### src/rtl/brx_pkg.sv
package brx_pkg;

    localparam int BRX_AW    = 20;
    localparam int BRX_D8W   = 8;
    localparam int BRX_D16W  = 16;
    localparam int BRX_LENW  = 3;
    localparam int BRX_CLKW  = 3;
    localparam int BRX_KINDW = 4;

    typedef enum logic [BRX_KINDW-1:0] {
        K_JREL8    = 4'd0,
        K_JREL16   = 4'd1,
        K_JABS16   = 4'd2,
        K_JABS20   = 4'd3,
        K_JIND     = 4'd4,
        K_C_SET    = 4'd5,
        K_C_CLR    = 4'd6,
        K_Z_SET    = 4'd7,
        K_Z_CLR    = 4'd8,
        K_HI       = 4'd9,
        K_NHI      = 4'd10,
        K_BIT_NEAR = 4'd11,
        K_BIT_FAR  = 4'd12,
        K_BIT_EXT  = 4'd13
    } brk_e;

    localparam int OFS_SHORT = 2;
    localparam int OFS_MID   = 3;
    localparam int OFS_LONG  = 4;

    localparam int CLK_JUMP      = 3;
    localparam int CLK_COND_MISS = 2;
    localparam int CLK_COND_HIT  = 4;
    localparam int CLK_BIT_MISS  = 3;
    localparam int CLK_BIT_HIT   = 5;
    localparam int CLK_EXT_MISS  = 4;
    localparam int CLK_EXT_HIT   = 6;
    localparam int CLK_RESERVED  = 2;

endpackage

### src/rtl/brx_cond.sv
module brx_cond
    import brx_pkg::*;
#(
    parameter int KINDW = BRX_KINDW
) (
    input  logic [KINDW-1:0] kind,
    input  logic             flag_z,
    input  logic             flag_cy,
    input  logic             test_bit,
    output logic             take
);

    logic zc_any;

    always_comb begin
        zc_any = flag_z | flag_cy;
        unique case (kind)
            K_JREL8, K_JREL16, K_JABS16, K_JABS20, K_JIND: take = 1'b1;
            K_C_SET:                           take = flag_cy;
            K_C_CLR:                           take = ~flag_cy;
            K_Z_SET:                           take = flag_z;
            K_Z_CLR:                           take = ~flag_z;
            K_HI:                              take = ~zc_any;
            K_NHI:                             take = zc_any;
            K_BIT_NEAR, K_BIT_FAR, K_BIT_EXT:  take = test_bit;
            default:                           take = 1'b0;
        endcase
    end

endmodule

### src/rtl/brx_target.sv
module brx_target
    import brx_pkg::*;
#(
    parameter int AW    = BRX_AW,
    parameter int D8W   = BRX_D8W,
    parameter int D16W  = BRX_D16W,
    parameter int KINDW = BRX_KINDW
) (
    input  logic [KINDW-1:0] kind,
    input  logic [AW-1:0]    pc,
    input  logic [D8W-1:0]   disp8,
    input  logic [D16W-1:0]  disp16,
    input  logic [AW-1:0]    abs_addr,
    input  logic [AW-D16W-1:0] seg_hi,
    input  logic [D16W-1:0]  acc_pair,
    output logic [AW-1:0]    tgt
);

    localparam int SEGW = AW - D16W;

    logic [AW-1:0] sx8, sx16, ofs, base_sum;
    logic          use_long;

    always_comb begin
        sx8  = {{(AW-D8W){disp8[D8W-1]}}, disp8};
        sx16 = {{(AW-D16W){disp16[D16W-1]}}, disp16};

        unique case (kind)
            K_JREL8, K_C_SET, K_C_CLR, K_Z_SET, K_Z_CLR: ofs = AW'(OFS_SHORT);
            K_JREL16, K_HI, K_NHI, K_BIT_NEAR:           ofs = AW'(OFS_MID);
            K_BIT_FAR, K_BIT_EXT:                        ofs = AW'(OFS_LONG);
            default:                                     ofs = '0;
        endcase

        use_long = (kind == K_JREL16);
        base_sum = pc + ofs + (use_long ? sx16 : sx8);

        unique case (kind)
            K_JABS16: tgt = {{SEGW{1'b0}}, abs_addr[D16W-1:0]};
            K_JABS20: tgt = abs_addr;
            K_JIND:   tgt = {seg_hi, acc_pair};
            default:  tgt = base_sum;
        endcase
    end

endmodule

### src/rtl/brx_cycles.sv
module brx_cycles
    import brx_pkg::*;
#(
    parameter int KINDW = BRX_KINDW,
    parameter int CLKW  = BRX_CLKW
) (
    input  logic [KINDW-1:0] kind,
    input  logic             take,
    output logic [CLKW-1:0]  clks
);

    always_comb begin
        unique case (kind)
            K_JREL8, K_JREL16, K_JABS16, K_JABS20, K_JIND:
                clks = CLKW'(CLK_JUMP);
            K_C_SET, K_C_CLR, K_Z_SET, K_Z_CLR, K_HI, K_NHI:
                clks = take ? CLKW'(CLK_COND_HIT) : CLKW'(CLK_COND_MISS);
            K_BIT_NEAR, K_BIT_FAR:
                clks = take ? CLKW'(CLK_BIT_HIT) : CLKW'(CLK_BIT_MISS);
            K_BIT_EXT:
                clks = take ? CLKW'(CLK_EXT_HIT) : CLKW'(CLK_EXT_MISS);
            default:
                clks = CLKW'(CLK_RESERVED);
        endcase
    end

endmodule

### src/rtl/brx_resolve.sv
module brx_resolve
    import brx_pkg::*;
#(
    parameter int AW      = BRX_AW,
    parameter int D8W     = BRX_D8W,
    parameter int D16W    = BRX_D16W,
    parameter int LENW    = BRX_LENW,
    parameter int CLKW    = BRX_CLKW,
    parameter int KINDW   = BRX_KINDW,
    parameter bit REG_OUT = 1'b1
) (
    input  logic             clk,
    input  logic             rst_n,
    input  logic [KINDW-1:0] br_kind,
    input  logic [LENW-1:0]  ins_len,
    input  logic [AW-1:0]    cur_pc,
    input  logic [D8W-1:0]   disp8,
    input  logic [D16W-1:0]  disp16,
    input  logic [AW-1:0]    abs_addr,
    input  logic [AW-D16W-1:0] seg_hi,
    input  logic [D16W-1:0]  acc_pair,
    input  logic             flag_z,
    input  logic             flag_cy,
    input  logic             test_bit,
    output logic [AW-1:0]    next_pc,
    output logic             taken,
    output logic [CLKW-1:0]  exec_clks
);

    typedef struct packed {
        logic [AW-1:0]   pc;
        logic            tk;
        logic [CLKW-1:0] clks;
    } res_t;

    logic            take_w;
    logic [AW-1:0]   tgt_w;
    logic [CLKW-1:0] clks_w;
    logic [AW-1:0]   fall_w;
    res_t            res_d;

    brx_cond #(.KINDW(KINDW)) u_cond (
        .kind     (br_kind),
        .flag_z   (flag_z),
        .flag_cy  (flag_cy),
        .test_bit (test_bit),
        .take     (take_w)
    );

    brx_target #(.AW(AW), .D8W(D8W), .D16W(D16W), .KINDW(KINDW)) u_tgt (
        .kind     (br_kind),
        .pc       (cur_pc),
        .disp8    (disp8),
        .disp16   (disp16),
        .abs_addr (abs_addr),
        .seg_hi   (seg_hi),
        .acc_pair (acc_pair),
        .tgt      (tgt_w)
    );

    brx_cycles #(.KINDW(KINDW), .CLKW(CLKW)) u_cyc (
        .kind (br_kind),
        .take (take_w),
        .clks (clks_w)
    );

    always_comb begin
        fall_w     = cur_pc + {{(AW-LENW){1'b0}}, ins_len};
        res_d.tk   = take_w;
        res_d.pc   = take_w ? tgt_w : fall_w;
        res_d.clks = clks_w;
    end

    generate
        if (REG_OUT) begin : g_reg
            res_t res_q;
            logic live_q;

            always_ff @(posedge clk) begin
                if (!rst_n) begin
                    res_q  <= '0;
                    live_q <= 1'b0;
                end else begin
                    res_q  <= res_d;
                    live_q <= 1'b1;
                end
            end

            assign next_pc   = res_q.pc;
            assign taken     = res_q.tk;
            assign exec_clks = res_q.clks;

            // first cycle out of reset still shows cleared outputs
            p_reset_clear_r11: assert property (@(posedge clk) disable iff (!rst_n)
                !live_q |-> (next_pc == '0 && !taken && exec_clks == '0));

            // carry-set kind follows the carry flag one cycle later
            p_carry_set_r1: assert property (@(posedge clk) disable iff (!rst_n)
                (live_q && $past(br_kind) == K_C_SET) |-> (taken == $past(flag_cy)));

            // higher kind taken only when both flags clear
            p_higher_r2: assert property (@(posedge clk) disable iff (!rst_n)
                (live_q && $past(br_kind) == K_HI)
                |-> (taken == !($past(flag_z) || $past(flag_cy))));

            // bit-test kinds follow the tested bit
            p_bit_test_r3: assert property (@(posedge clk) disable iff (!rst_n)
                (live_q && ($past(br_kind) == K_BIT_NEAR || $past(br_kind) == K_BIT_FAR
                            || $past(br_kind) == K_BIT_EXT))
                |-> (taken == $past(test_bit)));

            // not-taken outcome falls through by the instruction length
            p_fall_through_r4: assert property (@(posedge clk) disable iff (!rst_n)
                (live_q && !taken)
                |-> (next_pc == AW'($past(cur_pc) + {{(AW-LENW){1'b0}}, $past(ins_len)})));

            // clock count always within the documented span
            p_clk_span_r5: assert property (@(posedge clk) disable iff (!rst_n)
                live_q |-> (exec_clks >= CLKW'(2) && exec_clks <= CLKW'(6)));

            // unconditional kinds are taken and cost three clocks
            p_uncond_r6: assert property (@(posedge clk) disable iff (!rst_n)
                (live_q && $past(br_kind) <= K_JIND)
                |-> (taken && exec_clks == CLKW'(CLK_JUMP)));

            // short absolute form clears the top nibble
            p_abs16_r7: assert property (@(posedge clk) disable iff (!rst_n)
                (live_q && $past(br_kind) == K_JABS16)
                |-> (next_pc[AW-1:D16W] == '0 && next_pc[D16W-1:0] == $past(abs_addr[D16W-1:0])));

            // indirect target joins segment and accumulator pair
            p_indirect_r8: assert property (@(posedge clk) disable iff (!rst_n)
                (live_q && $past(br_kind) == K_JIND)
                |-> (next_pc == {$past(seg_hi), $past(acc_pair)}));

            // reserved kinds never branch
            p_reserved_r10: assert property (@(posedge clk) disable iff (!rst_n)
                (live_q && $past(br_kind) > K_BIT_EXT)
                |-> (!taken && exec_clks == CLKW'(CLK_RESERVED)));
        end else begin : g_comb
            assign next_pc   = res_d.pc;
            assign taken     = res_d.tk;
            assign exec_clks = res_d.clks;
        end
    endgenerate

endmodule

### config.mk
export PLATFORM = sky130hd
export DESIGN_NAME = brx_resolve
export DESIGN_NICKNAME = d
export VERILOG_FILES = /design/src/rtl/brx_pkg.sv /design/src/rtl/brx_cond.sv /design/src/rtl/brx_target.sv /design/src/rtl/brx_cycles.sv /design/src/rtl/brx_resolve.sv
export SDC_FILE = /design/constraint.sdc
export NUM_CORES = 1
export LEC_CHECK = 0
export BUFFER_PORTS_ARGS = -buffer_cell sky130_fd_sc_hd__buf_4
export CAP_MARGIN = 20
export CELL_PAD_IN_SITES_DETAIL_PLACEMENT = 2
export CELL_PAD_IN_SITES_GLOBAL_PLACEMENT = 2
export CORE_MARGIN = 10
export CORE_UTILIZATION = 29
export CTS_BUF_LIST = sky130_fd_sc_hd__clkbuf_2
export DETAILED_ROUTE_END_ITERATION = 8
export HOLD_SLACK_MARGIN = 0.12
export MAX_ROUTING_LAYER = met4
export PLACE_DENSITY = 0.95
export RECOVER_POWER = 25
export SKIP_LAST_GASP = 1
export SLEW_MARGIN = 10
export SYNTH_ARGS = -nofsm -noshare
export SYNTH_HDL_FRONTEND = slang
export SYNTH_SLANG_ARGS = --single-unit
### constraint.sdc
create_clock -name clk -period 7.1 [get_ports clk]
set_clock_uncertainty 0.15 [all_clocks]
set_input_delay 1.42 -clock clk [delete_from_list [all_inputs] [get_ports clk]]
set_output_delay 1.42 -clock clk [all_outputs]
set_load 0.01 [all_outputs]
# Word level (Yosys, flattened, before mapping)
# Memory sizes are Yosys's and may differ from the RTL's.
# Index checks and enable logic that the tools add are counted.
# totals
register_bits	24
romBits	48
input_bits	96
out_inout_bits	24
wordCells	37
n_memories	1
# memory_table
memory	depth	width	read_ports	rd_ports_with_merged_regs	write_ports	line	rtl
(name not given)	16	3	1	0	0	brx_target.sv:28	unique case (kind)
# op_classes
n_addsub	3
eq_ne	13
muxes	8
bitwise	4
reduce_logical	5
# op_table
op	count
case mux 20 bit (3 select lines)	1
adder 20 bit	2
two-way mux 20 bit	2
equality test 4 bit, second input constant	6
adder 20 x 3 -> 20 bit	1
equality test 4 x 3 -> 1 bit, second input constant	4
case mux 3 bit (4 select lines)	1
equality test 4 x 2 -> 1 bit, second input constant	2
case mux 1 bit (8 select lines)	1
two-way mux 3 bit	2
OR reduction 6 bit	1
OR reduction 5 bit	1
equality test 4 x 1 -> 1 bit, second input constant	1
logical NOT 4 bit	1
inverter 1 bit	3
OR reduction 3 bit	1
two-way mux 2 bit	1
OR reduction 2 bit	1
OR 1 bit	1

# Longest topological paths before layout
# logic_depth
word_depth	5
ltp_mapped	16
ltp_nobuf	15

# Modules after synthesis
# From an unflattened synthesis, not the netlist that was laid out.
# hier_totals
cells_unflattened	431
area_unflattened_um2	3263.1
# modules_own_cells
mod	n_inst	cells_each	area_per_inst_um2	seq_area_each_um2
brx_target	1	237	1722.9	0.0
brx_resolve	1	165	1368.8	480.5
brx_cycles	1	16	100.1	0.0
brx_cond	1	13	71.3	0.0

# Worst setup path before layout
# OpenSTA, ideal clock, no wires.
# synth_timing
path_kind	input to register
startpoint	input br_kind[1]
endpoint	register g_reg.res_q, in the netlist next_pc[19]
setup_ps	93
t_arrival_ps	4677
required_time_ps	6857
setup_slack_ps	2180
path_stages	16
path_buffers	1
cell_sequence	nand2b_1 nor3_4 clkbuf_1 mux2i_1 fa_1 inv_1 ha_1 inv_1 fa_1 nand2b_1 a21oi_1 o21ai_2 o221ai_1 a221oi_1 xnor2_1 o311ai_2
# synth_between
elab_chain_len	5
elab_cells_between_ends	23
classes_between	2 x add/sub; 13 x eq/ne; 4 x mux; 3 x reduce/logical; 1 x memory
# synth_lines
element	line	rtl
start, declared	brx_resolve.sv:14	input logic [KINDW-1:0] br_kind,
memory (16 x 3 bit) / equality test 4 x 1 -> 1 bit (equally long branches)	n/a	
adder 20 bit / two-way mux 20 bit (equally long branches)	brx_target.sv:36	base_sum = pc + ofs + (use_long ? sx16 : sx8);
adder 20 bit	brx_target.sv:36	
case mux 20 bit (3 select lines)	brx_target.sv:38	unique case (kind)
two-way mux 20 bit (*)	brx_resolve.sv:70	res_d.pc = take_w ? tgt_w : fall_w;
end signal, assigned	brx_resolve.sv:84	res_q <= res_d;
end, declared	brx_resolve.sv:76	res_t res_q;
# Mark *: on every way between the ends. The rest lies on a longest branch, timed or not.
# A chain may end at the register's enable or synchronous reset.

# Worst setup path after layout
# layout_timing
startpoint	input br_kind[0]
endpoint	register g_reg.res_q, in the netlist next_pc[13]
# The elaborated chain is that of the path after synthesis.

==> impl_metrics.toml <==
[yosys]
syn_avg_cell_area_um2 = 7.62
ys_ff_latch = 24
synth_area_um2 = 3020
synthMuxAreaShare_pct = 3.94
yosysWarnings = 0
yosysTopAreaCellShare_pct = 15.9
synth-simple-area-share_pct = 21.2
yosysTopAreaCell = "dfxtp_1"
synth_area_leaders = "dfxtp_1, ha_1, nand2_1, xnor2_1, a21oi_1"
ys_seq_area_share_pct = 15.9
synth_most_common_cell = "nand2_1"
netlist-cell-type-count = 52
synth_top_family_by_area = "compound AO/OA/AOI/OAI gates"
ys_top_cells_by_count = "nand2_1, ha_1, a21oi_1"
syn-instance-count = 396
synth_edf_count = 0
synth-compound-area-share_pct = 25.8
ys.flop_type = "dfxtp_1"
synth-adder-area-share_pct = 18.6
synth_xor_xnor_area_share_pct = 9.57
async_flop_share_pct = 0
syn_nets = 534

[worst_setup_path]
cp_max_fo = 17
path_class = "input pin to register"
worstSetupEndpointType = "register"
arrival_ns = 5.92
critPathRequiredTime_ns = 7.27
start_kind = "input pin"

[timing]
setup_viol = 0
max_freq_mhz = 174
rsz0062_at_grt = "false"
min_period_over_period_pct = 81.1
fin_crit_ns = 5.76
fin_ws_ns = 1.34
worstMarginPinSlew_ns = 0.988
timing.final.max_slew_violations = 0
slew_headroom_pct = 34.2
final.setup.tns_ns = 0
hold_viol_final = 0

[drt]
dr.pass1.iters = 4
post_drt_wl_per_cell_um = 22.9
drt.antenna.violating_nets = 0
dr.first_iter.drc_count = 187
via_per_inst = 5.59
num_vias = 3577
route.detailed.drc = 0
wl_um = 14700

[run_status]
status = "completed"

[clock_network]
cts.htree.levels = 1
path_clk_slew_ns = 0.27
cts_num_sinks = 24
clock_tree.root_cell = "clkbuf_2"
cts.repair.resized = 0
cts_setup_buffers = 0
cts_tree = "done"
clockBufferDepth = 2
numCtsBuffers = 3
cts_hold_buf = 0

[placed_design]
port_buffers = 119
dp_hpwl_um = 12200
dp.cells = 635
gp_congestion = 0.884
place_ws_ns = 1.25

[finish]
fillCellCount = 1212
fin_nets = 643
fin_util_pct = 39.3
fin_cells = 640
layout-drive-gt1-share_pct = 26.2
n_antenna_cell = 0
area_delta_synth_final_pct = 33.3

[die]
coreArea_um2 = 10200
start_util_pct = 29.5
fp.dieW_um = 122
rows = 37
dieHeight_um = 122
num_io_pins = 120
fp.dieArea_um2 = 14900

[min_path]
holdCritPathClass = "input pin to register"
holdPathStages = 2

[global_route]
antenna_found_initial = 0
grt_start_max_net_pins = 27
grt_pass1_vias = 4102
grt_usage_pct = 20.0
grt_overflow = 0
grt_pass1_wl_um = 23000

[power_and_ir_drop]
leakagePower_nw = 1.82
power.total_mw = 0.620
power_density_nw_per_um2 = 154
vdd_drop_max_mv = 0.0661

[run]
cap_viol_max_count = 0
==> worst max-delay path: stages <==
cell,delay (ns)
clkbuf_1,0.38
nand2b_1,0.26
nor3_4,0.72
mux2i_1,0.35
fa_1,0.50
inv_1,0.09
ha_1,0.22
inv_1,0.09
fa_1,0.39
nand2b_1,0.19
a21oi_1,0.28
o21ai_2,0.14
o21ai_1,0.28
xor2_1,0.19
nand2_1,0.09
a221oi_1,0.32
==> flip-flops by register name, indices dropped and copies added (netlist names) <==
name and flops:
next_pc 20, taken 1, exec_clks 3
==> final timing paths <==
check / start / end / slack (ns)
worst max-delay path: br_kind[0] / next_pc[13]$_SDFF_PN0_ / 1.34
worst min-delay path: rst_n / next_pc[16]$_SDFF_PN0_ / 1.18
==> cells in the final DEF, fill, tap and decap left out, drive strengths merged, types with 7 or more instances in the layout <==
master	netlist	routed
nand4	7	7
nand3	12	12
xnor2	22	22
o21ai	24	24
nor3	7	7
ha	37	37
nor2	30	30
xor2	11	11
a222oi	9	9
inv	18	18
nand2	59	59
dfxtp	24	24
a21oi	33	33
buf	7	110
a221oi	7	7
clkbuf	11	15
mux2	7	7
a211oi	13	13
==> stage by stage <==
| stage | area, um^2 | hold slack [ns] |
|---|---|---|
| 3_5_place_dp | 4020 | 1.61 |
| 4_1_cts | 4060 | 1.18 |
| 6_report | 4020 | 1.18 |
| 3_3_place_gp | 4020 | 1.58 |
| 5_1_grt | 4020 | 1.15 |
| 2_1_floorplan | 3020 | 1.47 |
==> power by group <==
| group | internal, mW | switching [mW] |
|---|---|---|
| combinational | 0.156 | 0.203 |
| clock | 0.0484 | 0.0520 |
| sequential | 0.154 | 0.00743 |
==> final cells by class <==
| class | count | area, um^2 | share of cell area, % |
|---|---|---|---|
| Multi-Input combinational cell | 336 | 2390 | 59.4 |
| Sequential cell | 24 | 480 | 11.9 |
| Inverter | 18 | 67.6 | 1.68 |
| Tap cell | 136 | 170 | 4.23 |
| Clock inverter | 1 | 30.0 | 0.746 |
| Timing Repair Buffer | 122 | 871 | 21.6 |
| Clock buffer | 3 | 15.0 | 0.373 |
==> cells by family (layout without fill, tap and decap cells) <==
group / count (synthesis) / count (layout)
buffers and inverters: 36 / 144
multiplexers: 11 / 11
adder cells (fa/ha/maj): 42 / 42
XOR/XNOR: 33 / 33
AO/OA/AOI/OAI: 113 / 113
flip-flops: 24 / 24
AND/OR/NAND/NOR: 137 / 137
==> metal layers <==
metal  wire [um]  track usage (%)  vias to the layer above  share of wire (%)
met2        7700             36.3                      114                 52
met4         437             5.96                        0                3.0
met5           0                -                        -                  0
met3         698             3.33                       36                4.8
li1            -                -                     1669                  -
met1        5840             21.7                     1758                 40
(Power assumes the default switching activity.)
